`src/rtl/lock_elide_pkg.sv`:
```
package lock_elide_pkg;
   typedef enum logic [1:0] {
      ACQ_NONE,
      ACQ_ELIDE,
      ACQ_REAL,
      ACQ_ABORT
   } acq_res_e;

   typedef enum logic [1:0] {
      REL_NONE,
      REL_ELIDE,
      REL_REAL,
      REL_ABORT
   } rel_res_e;
endpackage

```
`src/rtl/lock_elide_slot.sv`:
```
module lock_elide_slot #(
   parameter int TAG_W  = 10,
   parameter int DATA_W = 8
) (
   input  logic              clk,
   input  logic              rst_n,
   input  logic              clr_i,
   input  logic              alloc_i,
   input  logic              free_i,
   input  logic [TAG_W-1:0]  tag_i,
   input  logic [DATA_W-1:0] old_i,
   input  logic [DATA_W-1:0] new_i,
   output logic              vld_o,
   output logic [TAG_W-1:0]  tag_o,
   output logic [DATA_W-1:0] old_o,
   output logic [DATA_W-1:0] new_o
);
   always_ff @(posedge clk) begin
      if (!rst_n) begin
         vld_o <= 1'b0;
         tag_o <= '0;
         old_o <= '0;
         new_o <= '0;
      end else if (clr_i) begin
         vld_o <= 1'b0;
      end else if (alloc_i) begin
         vld_o <= 1'b1;
         tag_o <= tag_i;
         old_o <= old_i;
         new_o <= new_i;
      end else if (free_i) begin
         vld_o <= 1'b0;
      end
   end
endmodule

```
`src/rtl/lock_elide_pick.sv`:
```
module lock_elide_pick #(
   parameter int N_ENT = 4
) (
   input  logic [N_ENT-1:0] free_i,
   output logic [N_ENT-1:0] gnt_o,
   output logic             any_o
);
   always_comb begin
      gnt_o = '0;
      for (int i = N_ENT - 1; i >= 0; i--) begin
         if (free_i[i]) begin
            gnt_o = '0;
            gnt_o[i] = 1'b1;
         end
      end
      any_o = |free_i;
   end
endmodule

```
`src/rtl/lock_elide_cam.sv`:
```
module lock_elide_cam #(
   parameter int N_ENT  = 4,
   parameter int TAG_W  = 10,
   parameter int DATA_W = 8
) (
   input  logic [TAG_W-1:0]             key_i,
   input  logic [N_ENT-1:0]             vld_i,
   input  logic [N_ENT-1:0][TAG_W-1:0]  tag_i,
   input  logic [N_ENT-1:0][DATA_W-1:0] dat_i,
   output logic [N_ENT-1:0]             hit_vec_o,
   output logic                         hit_o,
   output logic [DATA_W-1:0]            dat_o
);
   genvar g;
   generate
      for (g = 0; g < N_ENT; g++) begin : g_cmp
         assign hit_vec_o[g] = vld_i[g] && (tag_i[g] == key_i);
      end
   endgenerate

   always_comb begin
      dat_o = '0;
      for (int i = 0; i < N_ENT; i++) begin
         if (hit_vec_o[i]) dat_o = dat_o | dat_i[i];
      end
      hit_o = |hit_vec_o;
   end
endmodule

```
`src/rtl/lock_elide_tbl.sv`:
```
module lock_elide_tbl #(
   parameter int              N_ENT     = 4,
   parameter int              PA_W      = 16,
   parameter int              DATA_W    = 8,
   parameter int              LINE_BITS = 6,
   parameter logic [DATA_W-1:0] FREE_VAL = '0
) (
   input  logic              clk,
   input  logic              rst_n,
   input  logic              acq_vld,
   input  logic [PA_W-1:0]   acq_addr,
   input  logic [DATA_W-1:0] acq_old,
   input  logic [DATA_W-1:0] acq_new,
   input  logic              rel_vld,
   input  logic [PA_W-1:0]   rel_addr,
   input  logic [DATA_W-1:0] rel_data,
   input  logic [PA_W-1:0]   rd_addr,
   input  logic              cmt_i,
   input  logic              abt_i,
   output logic              acq_elide,
   output logic              acq_real,
   output logic              rel_elide,
   output logic              rel_real,
   output logic              abort_req,
   output logic              rd_hit,
   output logic [DATA_W-1:0] rd_data,
   output logic              noelide_o
);
   import lock_elide_pkg::*;

   localparam int TAG_W = PA_W - LINE_BITS;

   initial begin
      assert (N_ENT >= 1) else $error("N_ENT must be at least 1");
      assert (LINE_BITS < PA_W) else $error("LINE_BITS must be below PA_W");
      assert (DATA_W >= 1) else $error("DATA_W must be positive");
   end

   logic [N_ENT-1:0]             vld;
   logic [N_ENT-1:0][TAG_W-1:0]  tags;
   logic [N_ENT-1:0][DATA_W-1:0] olds;
   logic [N_ENT-1:0][DATA_W-1:0] news;

   logic [TAG_W-1:0] acq_tag, rel_tag, rd_tag;
   assign acq_tag = acq_addr[PA_W-1:LINE_BITS];
   assign rel_tag = rel_addr[PA_W-1:LINE_BITS];
   assign rd_tag  = rd_addr[PA_W-1:LINE_BITS];

   logic [N_ENT-1:0]  acq_hvec, rel_hvec, rd_hvec;
   logic              acq_hit, rel_hit;
   logic [DATA_W-1:0] acq_unused, rel_old;

   lock_elide_cam #(.N_ENT(N_ENT), .TAG_W(TAG_W), .DATA_W(DATA_W)) u_cam_acq (
      .key_i(acq_tag), .vld_i(vld), .tag_i(tags), .dat_i(news),
      .hit_vec_o(acq_hvec), .hit_o(acq_hit), .dat_o(acq_unused));

   lock_elide_cam #(.N_ENT(N_ENT), .TAG_W(TAG_W), .DATA_W(DATA_W)) u_cam_rel (
      .key_i(rel_tag), .vld_i(vld), .tag_i(tags), .dat_i(olds),
      .hit_vec_o(rel_hvec), .hit_o(rel_hit), .dat_o(rel_old));

   lock_elide_cam #(.N_ENT(N_ENT), .TAG_W(TAG_W), .DATA_W(DATA_W)) u_cam_rd (
      .key_i(rd_tag), .vld_i(vld), .tag_i(tags), .dat_i(news),
      .hit_vec_o(rd_hvec), .hit_o(rd_hit), .dat_o(rd_data));

   logic [N_ENT-1:0] alloc_oh;
   logic             any_free;

   lock_elide_pick #(.N_ENT(N_ENT)) u_pick (
      .free_i(~vld), .gnt_o(alloc_oh), .any_o(any_free));

   logic     noelide_q;
   acq_res_e acq_res;
   rel_res_e rel_res;

   always_comb begin
      acq_res = ACQ_NONE;
      if (acq_vld) begin
         if (noelide_q)                          acq_res = ACQ_REAL;
         else if (acq_old != FREE_VAL || acq_hit) acq_res = ACQ_ABORT;
         else if (any_free)                       acq_res = ACQ_ELIDE;
         else                                     acq_res = ACQ_REAL;
      end
   end

   always_comb begin
      rel_res = REL_NONE;
      if (rel_vld && !acq_vld) begin
         if (noelide_q)                     rel_res = REL_REAL;
         else if (rel_hit && rel_data == rel_old) rel_res = REL_ELIDE;
         else if (rel_hit)                  rel_res = REL_ABORT;
         else                               rel_res = REL_REAL;
      end
   end

   assign acq_elide = (acq_res == ACQ_ELIDE);
   assign acq_real  = (acq_res == ACQ_REAL);
   assign rel_elide = (rel_res == REL_ELIDE);
   assign rel_real  = (rel_res == REL_REAL);
   assign abort_req = abt_i || (acq_res == ACQ_ABORT) || (rel_res == REL_ABORT);

   logic clr_all;
   assign clr_all = cmt_i || abort_req;

   genvar g;
   generate
      for (g = 0; g < N_ENT; g++) begin : g_slot
         lock_elide_slot #(.TAG_W(TAG_W), .DATA_W(DATA_W)) u_slot (
            .clk(clk), .rst_n(rst_n), .clr_i(clr_all),
            .alloc_i(acq_elide && alloc_oh[g]),
            .free_i(rel_elide && rel_hvec[g]),
            .tag_i(acq_tag), .old_i(acq_old), .new_i(acq_new),
            .vld_o(vld[g]), .tag_o(tags[g]), .old_o(olds[g]), .new_o(news[g]));
      end
   endgenerate

   always_ff @(posedge clk) begin
      if (!rst_n)                           noelide_q <= 1'b0;
      else if (abort_req)                   noelide_q <= 1'b1;
      else if (noelide_q && rel_real)       noelide_q <= 1'b0;
   end

   assign noelide_o = noelide_q;
endmodule

```
`config.mk`:
```
export PLATFORM = sky130hd
export DESIGN_NAME = lock_elide_tbl
export DESIGN_NICKNAME = d
export VERILOG_FILES = /design/src/rtl/lock_elide_pkg.sv /design/src/rtl/lock_elide_slot.sv /design/src/rtl/lock_elide_pick.sv /design/src/rtl/lock_elide_cam.sv /design/src/rtl/lock_elide_tbl.sv
export SDC_FILE = /design/constraint.sdc
export NUM_CORES = 1
export LEC_CHECK = 0
export ABC_AREA = 1
export CAP_MARGIN = 20
export CORE_MARGIN = 3
export CORE_UTILIZATION = 53
export DETAILED_ROUTE_END_ITERATION = 8
export DONT_BUFFER_PORTS = 1
export PLACE_DENSITY = 0.65
export SETUP_SLACK_MARGIN = 0.4
export SLEW_MARGIN = 15
export SYNTH_ARGS = -nofsm -noshare
export SYNTH_HDL_FRONTEND = slang
export SYNTH_SLANG_ARGS = --single-unit
```
`constraint.sdc`:
```
create_clock -name clk -period 3.1 [get_ports clk]
set_input_delay 0.155 -clock clk [delete_from_list [all_inputs] [get_ports clk]]
set_output_delay 0.155 -clock clk [all_outputs]
set_load 0.005 [all_outputs]
```
==> results of run 1 <==
==> cells in the final DEF, fill, tap and decap left out, types with 3 or more instances in the layout <==
cell type	count
sky130_fd_sc_hd__a21oi_1	15
sky130_fd_sc_hd__a221oi_1	3
sky130_fd_sc_hd__buf_12	11
sky130_fd_sc_hd__buf_4	24
sky130_fd_sc_hd__buf_6	5
sky130_fd_sc_hd__buf_8	5
sky130_fd_sc_hd__clkbuf_16	20
sky130_fd_sc_hd__clkinv_4	3
sky130_fd_sc_hd__dfxtp_1	76
sky130_fd_sc_hd__dfxtp_2	19
sky130_fd_sc_hd__dfxtp_4	14
sky130_fd_sc_hd__dlygate4sd3_1	17
sky130_fd_sc_hd__inv_1	95
sky130_fd_sc_hd__inv_2	39
sky130_fd_sc_hd__nand2_1	314
sky130_fd_sc_hd__nand2_2	43
sky130_fd_sc_hd__nand2_4	26
sky130_fd_sc_hd__nand3_1	37
sky130_fd_sc_hd__nand3_2	5
sky130_fd_sc_hd__nand4_1	18
sky130_fd_sc_hd__nand4_4	4
sky130_fd_sc_hd__nor2_1	200
sky130_fd_sc_hd__nor2_2	37
sky130_fd_sc_hd__nor2_4	21
sky130_fd_sc_hd__nor3_1	7
sky130_fd_sc_hd__nor4_1	6
sky130_fd_sc_hd__o2111ai_1	7
sky130_fd_sc_hd__o21ai_0	8
sky130_fd_sc_hd__o21bai_1	3
sky130_fd_sc_hd__o221ai_1	12
sky130_fd_sc_hd__o22ai_1	31
sky130_fd_sc_hd__xnor2_1	17
sky130_fd_sc_hd__xor2_1	13
==> routing by layer <==
metal	up-vias	share of wire, %	track usage, %
li1	3637	-	-
met1	3551	39	41.4
met3	104	10	6.64
met4	0	5.7	12.7
met2	470	45	49.1
met5	-	0	0
==> sequential cells by signal, summed over array words and instances, names as in the netlist <==
signal               cells
g_slot.u_slot.new_o     32
g_slot.u_slot.old_o     32
g_slot.u_slot.tag_o     40
g_slot.u_slot.vld_o      4
noelide_o                1
==> cell families (layout without fill, tap and decap cells) <==
logic type,Yosys count,count (layout),synth area share [%]
compound gates,88,88,8.56
xor+xnor,30,30,3.84
buf+inv,174,225,10.9
flops,109,109,31.9
simple gates,729,729,44.8
==> cell type report <==
class                   count  area share, %
multi-input cells         847           51.0
flip-flops and latches    109           26.0
repair buffers             73           11.2
inverters                 136           5.87
clock buffers              10           2.75
well taps                 168           2.42
clock inverters             6          0.777
==> timing repair <==
action | 4_1_cts | 5_1_grt
endpoints found under the hold margin | 73 | 72
buffers inserted | 0 | 27
cloned | 0 | 19
resized for setup | 5 | 240
pin swaps | 2 | 29
endpoints found under the setup margin | 99 | 120
hold buffers | 1 | 16
==> stage by stage <==
stage | hold WS [ns] | total power (uW) | area, sq um
finish | -0.0968 | 2810 | 8700
global route | -0.118 | 2870 | 8700
CTS | -0.102 | 2760 | 7240
detailed placement | 0.285 | 1600 | 6910
global placement | 0.284 | 1600 | 6910
floorplan | 0.290 | 1590 | 6840
==> how the worst max path moves through the flow <==
stage,to,slack [ns],cells after the start
after floorplan,g_slot[0].u_slot.tag_o[0]$_SDFFE_PN0P_,0.93,18
after global placement,g_slot[2].u_slot.new_o[2]$_SDFFE_PN0P_,0.29,20
after detailed placement,g_slot[2].u_slot.new_o[4]$_SDFFE_PN0P_,0.24,20
after CTS,rel_elide,0.40,12
after global routing,g_slot[2].u_slot.tag_o[1]$_SDFFE_PN0P_,0.14,21
final,g_slot[1].u_slot.tag_o[7]$_SDFFE_PN0P_,0.28,19
==> power groups by stage <==
stage	Sequential [uW]	Clock, uW	Combinational [uW]
3_5_place_dp	1430	0	161
4_1_cts	1400	1200	164
2_1_floorplan	1430	0	157
5_1_grt	1390	1240	237
6_report	1390	1200	221
3_3_place_gp	1430	0	162
==> critical path, cell delays in order, from the launching register on <==
cell and delay, ns:
sky130_fd_sc_hd__dfxtp_2 0.39, sky130_fd_sc_hd__inv_2 0.09, sky130_fd_sc_hd__nand2_1 0.07, sky130_fd_sc_hd__nand4_1 0.20
sky130_fd_sc_hd__nor2_4 0.29, sky130_fd_sc_hd__nand2_2 0.12, sky130_fd_sc_hd__nand4_1 0.14, sky130_fd_sc_hd__nand2_2 0.10
sky130_fd_sc_hd__nor2_1 0.11, sky130_fd_sc_hd__nand2_1 0.09, sky130_fd_sc_hd__nor2_4 0.13, sky130_fd_sc_hd__nand3_4 0.12
sky130_fd_sc_hd__nand2_8 0.11, sky130_fd_sc_hd__buf_6 0.10, sky130_fd_sc_hd__nand4_4 0.10, sky130_fd_sc_hd__buf_12 0.19
sky130_fd_sc_hd__clkbuf_16 0.17, sky130_fd_sc_hd__nand2_1 0.06, sky130_fd_sc_hd__nand2_1 0.04, sky130_fd_sc_hd__nor2_1 0.11
==> flow_summary_export.csv, run 1 <==
group,metric,value,unit
setup_path,critical_path_class,"reg -> reg",
global_routing,gr-usage-all-layers,31.1,%
setup_path,ff2ff_path_depth,19,
run,cap_viol_max_count,0,
sta,finalSetupTns,0,ns
die,core_region_area,12300,sq um
power_and_ir_drop,power_switching_share,26.7,%
setup_path,cp.arrival,3.11,ns
hold_path,holdPathEnd,"g_slot[0].u_slot.tag_o[9]$_SDFFE_PN0P_",
sta,slew_at_the_pin_closest_to_its_max_slew_limit,1.25,ns
setup_path,worst_reg_to_reg_setup_slack,0.28,ns
logic_synthesis,yosys_warnings,0,
sta,slew_headroom,16.4,%
cells_and_area,n_fill_cell,1053,
cells_and_area,multi_input_comb_area,4430,sq um
setup_path,timing.critical_path.to_type,"register",
detailed_routing,drt_first_pass_iters,8,
logic_synthesis,share_of_synthesized_area_occupied_by_flip_flops_and_latches,31.9,%
clocking,insertion_delay_to_the_later_sink_of_the_worst_skew_pair,0.37,ns
logic_synthesis,synth-edff-count,0,
logic_synthesis,postSynthNetCount,1208,
setup_path,startpoint_type,"register",
hold_path,hold_start,"rst_n",
sta,setup_ws,0.279,ns
die,fp.dieW,120,um
power_and_ir_drop,power_leakage,0.00407,uW
logic_synthesis,synth-main-ff-cell,"sky130_fd_sc_hd__dfxtp_1",
setup_path,crit-reg2reg-capture,"g_slot[1].u_slot.tag_o[7]$_SDFFE_PN0P_",
logic_synthesis,synth-async-reset-ratio,0,%
clocking,clockBufferDepth,2,
clocking,tritoncts_sink_count,109,
logic_synthesis,synth_cell_count_leaders,"sky130_fd_sc_hd__nand2_1, sky130_fd_sc_hd__nor2_1, sky130_fd_sc_hd__dfxtp_1, sky130_fd_sc_hd__inv_1, sky130_fd_sc_hd__nand3_1",
logic_synthesis,syn-cell-area,6840,sq um
die,core.rowCount,40,
global_routing,via_count_of_the_first_global_routing_pass,6458,
power_and_ir_drop,power_density,323,nW/um^2
die,top_level_ports,93,
global_routing,grt_antenna_before_repair,0,
power_and_ir_drop,power.sequential.fraction,49.5,%
logic_synthesis,syn-instance-count,1130,
sta,fin_worst_hold_slack,-0.0968,ns
outcome,failed_checks,"hold timing",
clocking,ctsRootBufferMaster,"sky130_fd_sc_hd__clkbuf_16",
sta,setup_repair_after_global_routing_missed_its_margin,"yes",
sta,final_hold_vio_count,72,
power_and_ir_drop,power_frac_comb,7.9,%
sta,fin_crit_sh,91.0,%
place,placed_cells,1270,
clocking,clk_pin_slew,0.09,ns
die,die_height,120,um
setup_path,startpoint,"g_slot[3].u_slot.tag_o[3]$_SDFFE_PN0P_",
logic_synthesis,synth_top_cell_area_share,31.9,%
cells_and_area,antenna_cells_inserted,0,
cells_and_area,ff_latch_area,2260,sq um
outcome,run_status,"finished with violations",
place,placement.setup.worst_slack,0.238,ns
hold_path,worstHoldPathCells,2,
setup_path,crit-reg2reg-launch,"g_slot[3].u_slot.tag_o[3]$_SDFFE_PN0P_",
detailed_routing,drt-total-wl,27.3,mm
setup_path,critical_path.max_fanout,7,
sta,setup_viol,0,
sta,finalWorstPathRequiredPeriod,2.82,ns
power_and_ir_drop,vdd.ir_drop.worst,0.452,mV
logic_synthesis,yosys-top-cells-area,"sky130_fd_sc_hd__dfxtp_1, sky130_fd_sc_hd__nand2_1, sky130_fd_sc_hd__nor2_1, sky130_fd_sc_hd__inv_1, sky130_fd_sc_hd__nand3_1",
clocking,cts-htree-levels,3,
hold_path,hold_class,"in -> reg",
logic_synthesis,synth_area_per_cell,6.06,sq um
detailed_routing,routed_vias,7762,
detailed_routing,initialDrtViolationCount,1074,
cells_and_area,area_growth_syn_to_layout,27.1,%
global_routing,grt_first_pass_wirelength,34.9,mm
power_and_ir_drop,intPower,2060,uW
clocking,numCtsBuffers,9,
place,dp.final_hpwl,16.4,mm
sta,fmaxAchievable,0.354,GHz
logic_synthesis,synth.most_common_cell,"sky130_fd_sc_hd__nand2_1",
detailed_routing,per_cell_routed_wire_length,20.2,um
sta,clock_skew,0.0129,ns
die,start_util,55.6,%
cells_and_area,fin_cells,1349,
detailed_routing,routed_via_density,5.75,
sta,timing_max_transition_violations_final,0,
cells_and_area,post-route-util,70.6,%
logic_synthesis,post_synth_num_cell_types,40,
global_routing,globalRoute.totalOverflow,0,
logic_synthesis,synth_top_cell_by_area,"sky130_fd_sc_hd__dfxtp_1",
cells_and_area,final_layout_size_suffix_gt1_share,24.4,%
logic_synthesis,synth-seq-cells,109,
detailed_routing,remaining_drc_errors,0,
clocking,tritoncts,"done",
place,port-buffer-count,0,
power_and_ir_drop,pwr-share-clk,42.7,%
power_and_ir_drop,p_switching,750,uW
setup_path,required_arrival_time_at_the_worst_endpoint,3.39,ns
detailed_routing,post_drt_antenna_nets,0,
global_routing,grt_start_max_net_pins,76,
place,gp_routability_congestion,0.983,
die,die-area,14300,sq um
cells_and_area,finish.net_count,1254,
No activity file was read; power rests on OpenSTA's default activity.
==> run 2, diff against run 1 <==
--- a/config.mk
+++ b/config.mk
@@ -8,11 +8,11 @@
 export ABC_AREA = 1
 export CAP_MARGIN = 20
 export CORE_MARGIN = 3
-export CORE_UTILIZATION = 53
+export CORE_UTILIZATION = 52
 export DETAILED_ROUTE_END_ITERATION = 8
 export DONT_BUFFER_PORTS = 1
-export PLACE_DENSITY = 0.65
-export SETUP_SLACK_MARGIN = 0.4
+export PLACE_DENSITY = 0.64
+export SETUP_SLACK_MARGIN = 0.3
 export SLEW_MARGIN = 15
 export SYNTH_ARGS = -nofsm -noshare
 export SYNTH_HDL_FRONTEND = slang
==> run 2 against run 1 <==
Effect of this change:
- the run now ends clean
- largest cell class unchanged
- via count decreased by 5.3%
- critical path type unchanged
- first-iteration DRC count down 25%
- clock skew is 0.0056 ns lower
- highest routed layer unchanged
- critical path depth shrank 1
==> flow_summary_export.csv, run 2 (synthesized netlist as in run 1, its figures left out) <==
group,metric,value,unit
sta,fmaxAchievable,0.364,GHz
cells_and_area,reg.largest.list,"g_slot.u_slot.tag_o: 40 flops, g_slot.u_slot.new_o: 32 flops, g_slot.u_slot.old_o: 32 flops",
global_routing,grt_first_pass_wirelength,36.5,mm
detailed_routing,remaining_drc_errors,0,
sta,setup_repair_after_global_routing_missed_its_margin,"yes",
clocking,tritoncts,"done",
sta,final_hold_vio_count,0,
sta,fin_crit_sh,88.7,%
clocking,cts-htree-levels,3,
detailed_routing,initialDrtViolationCount,805,
global_routing,globalRoute.totalOverflow,0,
place,dp.final_hpwl,16.6,mm
detailed_routing,per_cell_routed_wire_length,17.7,um
cells_and_area,final_cell_area,8300,sq um
sta,clock_skew,0.00727,ns
detailed_routing,routed_via_density,5.41,
setup_path,required_arrival_time_at_the_worst_endpoint,3.39,ns
cells_and_area,post-route-util,65.2,%
place,gp_routability_congestion,1.04,
setup_path,timing.critical_path.to_type,"register",
place,placement.setup.worst_slack,0.268,ns
detailed_routing,drt-total-wl,24.0,mm
detailed_routing,routed_vias,7350,
outcome,run_status,"completed",
clocking,clockBufferDepth,2,
detailed_routing,drt_first_pass_iters,6,
setup_path,critical_path_class,"reg -> reg",
hold_path,hold_class,"in -> reg",
setup_path,critical_path.max_fanout,5,
die,die-area,14600,sq um
sta,finalSetupTns,0,ns
die,die_height,121,um
power_and_ir_drop,power_leakage,0.00401,uW
place,placed_area,7090,sq um
clocking,tritoncts_sink_count,109,
cells_and_area,mostFrequentLayoutCell,"sky130_fd_sc_hd__nand2_1",
place,port-buffer-count,0,
global_routing,via_count_of_the_first_global_routing_pass,6485,
die,top_level_ports,93,
cells_and_area,area_growth_syn_to_layout,21.2,%
die,start_util,53.8,%
sta,finalWorstPathRequiredPeriod,2.75,ns
cells_and_area,flip_flop_count_of_the_largest_register_after_layout,40,
sta,setup_ws,0.349,ns
clocking,insertion_delay_to_the_later_sink_of_the_worst_skew_pair,0.36,ns
sta,slew_at_the_pin_closest_to_its_max_slew_limit,1.01,ns
cells_and_area,layout.cells.most_common_list,"sky130_fd_sc_hd__nand2_1, sky130_fd_sc_hd__nor2_1, sky130_fd_sc_hd__inv_1",
clocking,numCtsBuffers,9,
power_and_ir_drop,vdd.ir_drop.worst,0.337,mV
clocking,clk_pin_slew,0.08,ns
clocking,ctsRootBufferMaster,"sky130_fd_sc_hd__clkbuf_16",
power_and_ir_drop,power_density,336,nW/um^2
global_routing,grt_start_max_net_pins,74,
place,placed_cells,1291,
global_routing,gr-usage-all-layers,32.5,%
die,core_region_area,12700,sq um
die,core.rowCount,41,
run,cap_viol_max_count,0,
sta,timing_max_transition_violations_final,0,
setup_path,cp.arrival,3.04,ns
sta,setup_viol,0,
detailed_routing,post_drt_antenna_nets,0,
cells_and_area,fin_cells,1358,
global_routing,grt_antenna_before_repair,0,
die,fp.dieW,121,um
cells_and_area,final_layout_size_suffix_gt1_share,19.5,%
setup_path,startpoint_type,"register",
sta,slew_headroom,32.3,%
cells_and_area,antenna_cells_inserted,0,
cells_and_area,finish.net_count,1260,
cells_and_area,registers.top_by_ff_count,"g_slot.u_slot.tag_o",
==> run 2: cell types whose count changed in the layout (fill, tap and decap cells not counted), moves of 4 or more <==
| cell | change |
|---|---|
| sky130_fd_sc_hd__clkbuf_16 | -7 |
| sky130_fd_sc_hd__nand3_2 | +4 |
| sky130_fd_sc_hd__nand2_2 | -4 |
| sky130_fd_sc_hd__buf_4 | +19 |
| sky130_fd_sc_hd__nor2_4 | -9 |
| sky130_fd_sc_hd__nor2_1 | +33 |
| sky130_fd_sc_hd__buf_8 | -5 |
| sky130_fd_sc_hd__nand3_1 | -4 |
| sky130_fd_sc_hd__nand2_4 | -25 |
| sky130_fd_sc_hd__nor2_2 | -24 |
| sky130_fd_sc_hd__nand2_1 | +29 |
==> run 2: timing repair <==
action | in CTS | in global routing
setup endpoints to repair | 35 | 110
pin swaps | 3 | 38
cloned | 2 | 5
hold buffers | 19 | 0
hold endpoints to repair | 73 | 0
resized for setup | 7 | 120
setup buffers | 1 | 25
==> run 2: through the flow <==
stage               hold slack [ns]  total power (uW)
finish                       0.0530              2790
global route                 0.0824              2880
CTS                          0.0534              2800
detailed placement            0.288              1600
global placement              0.285              1600
floorplan                     0.290              1590
==> run 2: path summary, 6_finish.rpt <==
| path | cells after the start | slack, ns | start | endpoint |
|---|---|---|---|---|
| max | 18 | 0.35 | g_slot[3].u_slot.tag_o[0]$_SDFFE_PN0P_ | g_slot[1].u_slot.tag_o[8]$_SDFFE_PN0P_ |
| min | 2 | 0.05 | rst_n | g_slot[0].u_slot.vld_o$_SDFFE_PP0P_ |
| max reg2reg | 18 | 0.35 | g_slot[3].u_slot.tag_o[0]$_SDFFE_PN0P_ | g_slot[1].u_slot.tag_o[8]$_SDFFE_PN0P_ |
| min reg2reg | 2 | 0.44 | g_slot[0].u_slot.old_o[1]$_SDFFE_PN0P_ | g_slot[0].u_slot.old_o[1]$_SDFFE_PN0P_ |
==> run 2: worst max-delay path, cell delays in order, from the launching register on <==
cell	delay [ns]
sky130_fd_sc_hd__dfxtp_1	0.42
sky130_fd_sc_hd__inv_1	0.13
sky130_fd_sc_hd__o22ai_1	0.17
sky130_fd_sc_hd__nor2_1	0.09
sky130_fd_sc_hd__nand3_1	0.07
sky130_fd_sc_hd__nor2_1	0.04
sky130_fd_sc_hd__nand2_1	0.07
sky130_fd_sc_hd__nand3_1	0.11
sky130_fd_sc_hd__nor2_1	0.19
sky130_fd_sc_hd__nand2_1	0.12
sky130_fd_sc_hd__nor2_1	0.10
sky130_fd_sc_hd__nand2_1	0.17
sky130_fd_sc_hd__nor2_4	0.17
sky130_fd_sc_hd__nand4_4	0.25
sky130_fd_sc_hd__buf_12	0.23
sky130_fd_sc_hd__clkbuf_16	0.15
sky130_fd_sc_hd__nand2_1	0.05
sky130_fd_sc_hd__nand2_1	0.04
sky130_fd_sc_hd__nor2_1	0.10
==> run 2: report_power, final <==
part / internal (uW) / switching (uW)
registers: 1390 / 0.857
clock network: 568 / 597
logic: 84.7 / 149
total: 2040 / 747
==> run 2: final cells by class <==
class	count	area [sq um]
repair buffers	79	888
multi-input cells	847	4140
flip-flops and latches	109	2250
clock inverters	6	67.6
well taps	172	215
fillers	1271	4430
clock buffers	9	225
inverters	136	510
==> run 2: per-layer routing <==
layer  wire length [um]  up-vias  track usage [%]
met3               1730       67             6.31
li1                   -     3637                -
met5                  0        -                0
met2              10800      294             51.1
met4               1120        0             13.2
met1              10400     3352             43.7
